===== src/rtl/sar_ctrl.sv =====
module sar_ctrl #(
  parameter int WIDTH = 8
) (
  input  logic             clk,
  input  logic             rst_n,
  input  logic             start,
  input  logic             cmp_hi,
  output logic [WIDTH-1:0] dac_code,
  output logic [WIDTH-1:0] result,
  output logic             done
);
  localparam logic [WIDTH-1:0] HALF = {1'b1, {(WIDTH-1){1'b0}}};

  logic [WIDTH-1:0] ptr, code, decided;
  logic             busy;

  assign busy     = |ptr;
  assign decided  = cmp_hi ? (code & ~ptr) : code;
  assign dac_code = code;

  always_ff @(posedge clk) begin
    if (!rst_n) begin
      ptr    <= '0;
      code   <= '0;
      result <= '0;
      done   <= 1'b0;
    end else if (start && !busy) begin
      ptr  <= HALF;
      code <= HALF;
      done <= 1'b0;
    end else if (busy) begin
      ptr  <= ptr >> 1;
      code <= decided | (ptr >> 1);
      if (ptr[0]) begin
        result <= decided;
        done   <= 1'b1;
      end
    end
  end


  start_load_chk: assert property (@(posedge clk) disable iff (!rst_n)
    (start && !busy) |=> (dac_code == HALF && !done));


  trial_clear_chk: assert property (@(posedge clk) disable iff (!rst_n)
    (busy && cmp_hi) |=> ((dac_code & $past(ptr)) == '0));


  trial_keep_chk: assert property (@(posedge clk) disable iff (!rst_n)
    (busy && !cmp_hi) |=> ((dac_code & $past(ptr)) != '0));


  ptr_onehot_chk: assert property (@(posedge clk) disable iff (!rst_n)
    busy |-> ($countones(ptr) == 1));


  ptr_step_chk: assert property (@(posedge clk) disable iff (!rst_n)
    (busy && !ptr[0]) |=> (ptr == ($past(ptr) >> 1) && !done));


  done_rise_chk: assert property (@(posedge clk) disable iff (!rst_n)
    (busy && ptr[0]) |=> (done && !busy));


  result_hold_chk: assert property (@(posedge clk) disable iff (!rst_n)
    !(busy && ptr[0]) |=> $stable(result));


  busy_start_chk: assert property (@(posedge clk) disable iff (!rst_n)
    (busy && start && !ptr[0]) |=> busy);
endmodule


===== config.mk =====
export PLATFORM = sky130hd
export DESIGN_NAME = sar_ctrl
export DESIGN_NICKNAME = d
export VERILOG_FILES = /design/src/rtl/sar_ctrl.sv
export SDC_FILE = /design/constraint.sdc
export NUM_CORES = 1
export LEC_CHECK = 0
export ABC_AREA = 1
export BUFFER_PORTS_ARGS = -buffer_cell sky130_fd_sc_hd__buf_2
export CORE_MARGIN = 5
export CORE_UTILIZATION = 45
export DETAILED_ROUTE_END_ITERATION = 16
export GPL_ROUTABILITY_DRIVEN = 1
export HOLD_SLACK_MARGIN = 0.15
export PLACE_DENSITY = 0.74
export SYNTH_ARGS = -nofsm -noshare
export SYNTH_HDL_FRONTEND = slang
export SYNTH_SLANG_ARGS = --single-unit

===== constraint.sdc =====
create_clock -name clk -period 1 [get_ports clk]
set_input_delay 0.05 -clock clk [delete_from_list [all_inputs] [get_ports clk]]
set_output_delay 0.05 -clock clk [all_outputs]
set_load 0.01 [all_outputs]

==> results_dict.tcl <==
set metrics [dict create \
    outcome "complete, but fails checks" \
    violations "negative setup slack" \
    clock-sinks 25 \
    yosysWarnings 0 \
    worstPathRequired_ps 1220 \
    std_cell_rows 16 \
    grt_pass1_wl_mm 2.97 \
    fin_crit_ps 1060 \
    final_cell_mix "nor2_1, dfxtp_1, buf_2" \
    r2r_slack_ps -60 \
    hold_ws_ps 507 \
    cap_violations 0 \
    die_x_um 55.4 \
    final_hold_viol_count 0 \
    path_clk_slew_ps 140 \
    maxSlewViolCount 0 \
    cts_made_buffers 3 \
    clk_latency_ps 310 \
    grt_pass1_vias 704 \
    final_common_cell "nor2_1" \
    yosysUniqueCellTypes 15 \
    cts_setup_buffers 0 \
    start_kind "register" \
    n_antenna_cell 0 \
    fin_ws_ps -61.0 \
    vdd_drop_max_v 0.000936 \
    cts_tree "built" \
    io_pins 21 \
    cp_max_fo 8 \
    max_freq_ghz 0.943 \
    routed_wl_mm 1.92 \
    rsz0062_at_grt "true" \
    grt_usage 0.120 \
    drt-initial-drc-count 11 \
    critPathKind "reg -> reg" \
    critPathArrivalTime_ps 1280 \
    power_density_mw_per_mm2 1350 \
    grt_start_max_net_pins 16 \
    worst_pin_slew_ps 329 \
    worst_setup_path_end_kind "register" \
    ys_seq_area_frac 0.540 \
    p_leak_nw 0.580 \
    dr.pass1.iters 4 \
    finClkSkew_ps 9.81 \
    route.vias.total 784 \
    syn_avg_cell_area_um2 8.28 \
    wire_per_inst_um 11.1 \
    hold_path.class "reg -> reg" \
    area_delta_synth_final_pct 31.8 \
    die_y_um 55.4 \
    vias_per_cell 4.53 \
    syn_inst 112 \
    slew_headroom 0.778 \
    cts-root-buf "clkbuf_4" \
    antenna_found_initial 0 \
    synth_nets 116 \
    setup_viol 15 \
    total_power_mw 1.65 \
    h-tree-depth 1 \
    nNetsFinal 151 \
    remaining_drc_errors 0 \
    ys_ff_latch 25 \
    ant_nets 0 \
    layout-drive-gt1-share 0.418 \
    initial_core_util 0.473 \
    portBuffers 20 \
    cts.path.max_buffers 2 \
    dp_hpwl_mm 1.34 \
    gp_congestion 0.713 \
    finalCritPeriodShare 1.06 \
    die_area_mm2 0.00307 \
    grt_overflow 0 \
    syn_area_um2 927 \
    core_mm2 0.00196 \
]
-- registers in the layout (all words and copies together) (netlist names) --
register	count
dac_code	8
done	1
ptr	8
result	8
-- timing repair --
item / in CTS / in global routing
endpoints found under the setup margin: 16 / 23
gates cloned: 0 / 1
resized for setup: 2 / 20
hold endpoints to repair: 19 / 0
hold buffers: 3 / 0
pin swaps: 0 / 7
-- per-stage QoR --
step                      setup TNS [ps]  setup slack [ps]   util  instances  area, µm²
after floorplan                     -243             -26.9      -        112        930
after global placement              -432             -39.6  0.560        165       1100
after detailed placement           -1380              -111  0.560        165       1100
after CTS                          -1170             -97.8  0.594        172       1160
after global routing               -1470              -106  0.623        173       1220
final                               -729             -61.0  0.623        173       1220
-- final cells by class --
class / count / area (µm²)
timing repair buffer: 31 / 193
clock inverter: 1 / 5.00
clock buffer: 3 / 22.5
sequential: 25 / 507
multi-input combinational: 70 / 398
fill: 201 / 739
tap: 27 / 33.8
inverter: 16 / 63.8
-- layer usage --
layer / up-vias / share of wire / track usage
li1: 412 / - / -
met1: 347 / 0.44 / 0.146
met2: 19 / 0.48 / 0.193
met3: 6 / 0.041 / 0.0233
met4: 0 / 0.031 / 0.0729
met5: - / 0 / 0
-- worst paths after layout --
kind	from	endpoint	cells after the start
hold / removal	done$_SDFFE_PP0P_	done$_SDFFE_PP0P_	2
setup reg to reg	ptr[2]$_SDFFE_PP0P_	dac_code[4]$_SDFFE_PP0P_	6
hold reg to reg	done$_SDFFE_PP0P_	done$_SDFFE_PP0P_	2
setup / recovery	ptr[2]$_SDFFE_PP0P_	dac_code[4]$_SDFFE_PP0P_	6
-- Yosys cell counts (all sizes together) --
cell type	number	area, µm²
or2	1	6.26
a21oi	1	5.00
nand2	8	40.0
o21ai	8	40.0
dfxtp	25	500
nor3	1	5.00
buf	2	25.0
nor2	42	185
inv	16	60.1
a21boi	7	52.6
o211ai	1	7.51
-- report_power, final --
part | total [mW] | internal (mW) | switching (mW)
clock | 0.440 | 0.149 | 0.290
sequential | 1.03 | 1.02 | 0.0116
combinational | 0.187 | 0.0746 | 0.112
total | 1.65 | 1.24 | 0.414
-- critical path, stage by stage (launching register included) --
cell and delay [ps]:
dfxtp_2 350, nor2_2 140, nand2_2 90, nor2_4 120, nand2_4 110, nand2_8 120, nor2_2 40
-- logic make-up after synthesis --
logic type             count (synthesis)  synth area share
AND/OR/NAND/NOR                       52             0.255
buffers and inverters                 18            0.0918
flip-flops                            25             0.540
AO/OA/AOI/OAI                         17             0.113
Note: power is estimated with default switching activity, not from simulation.
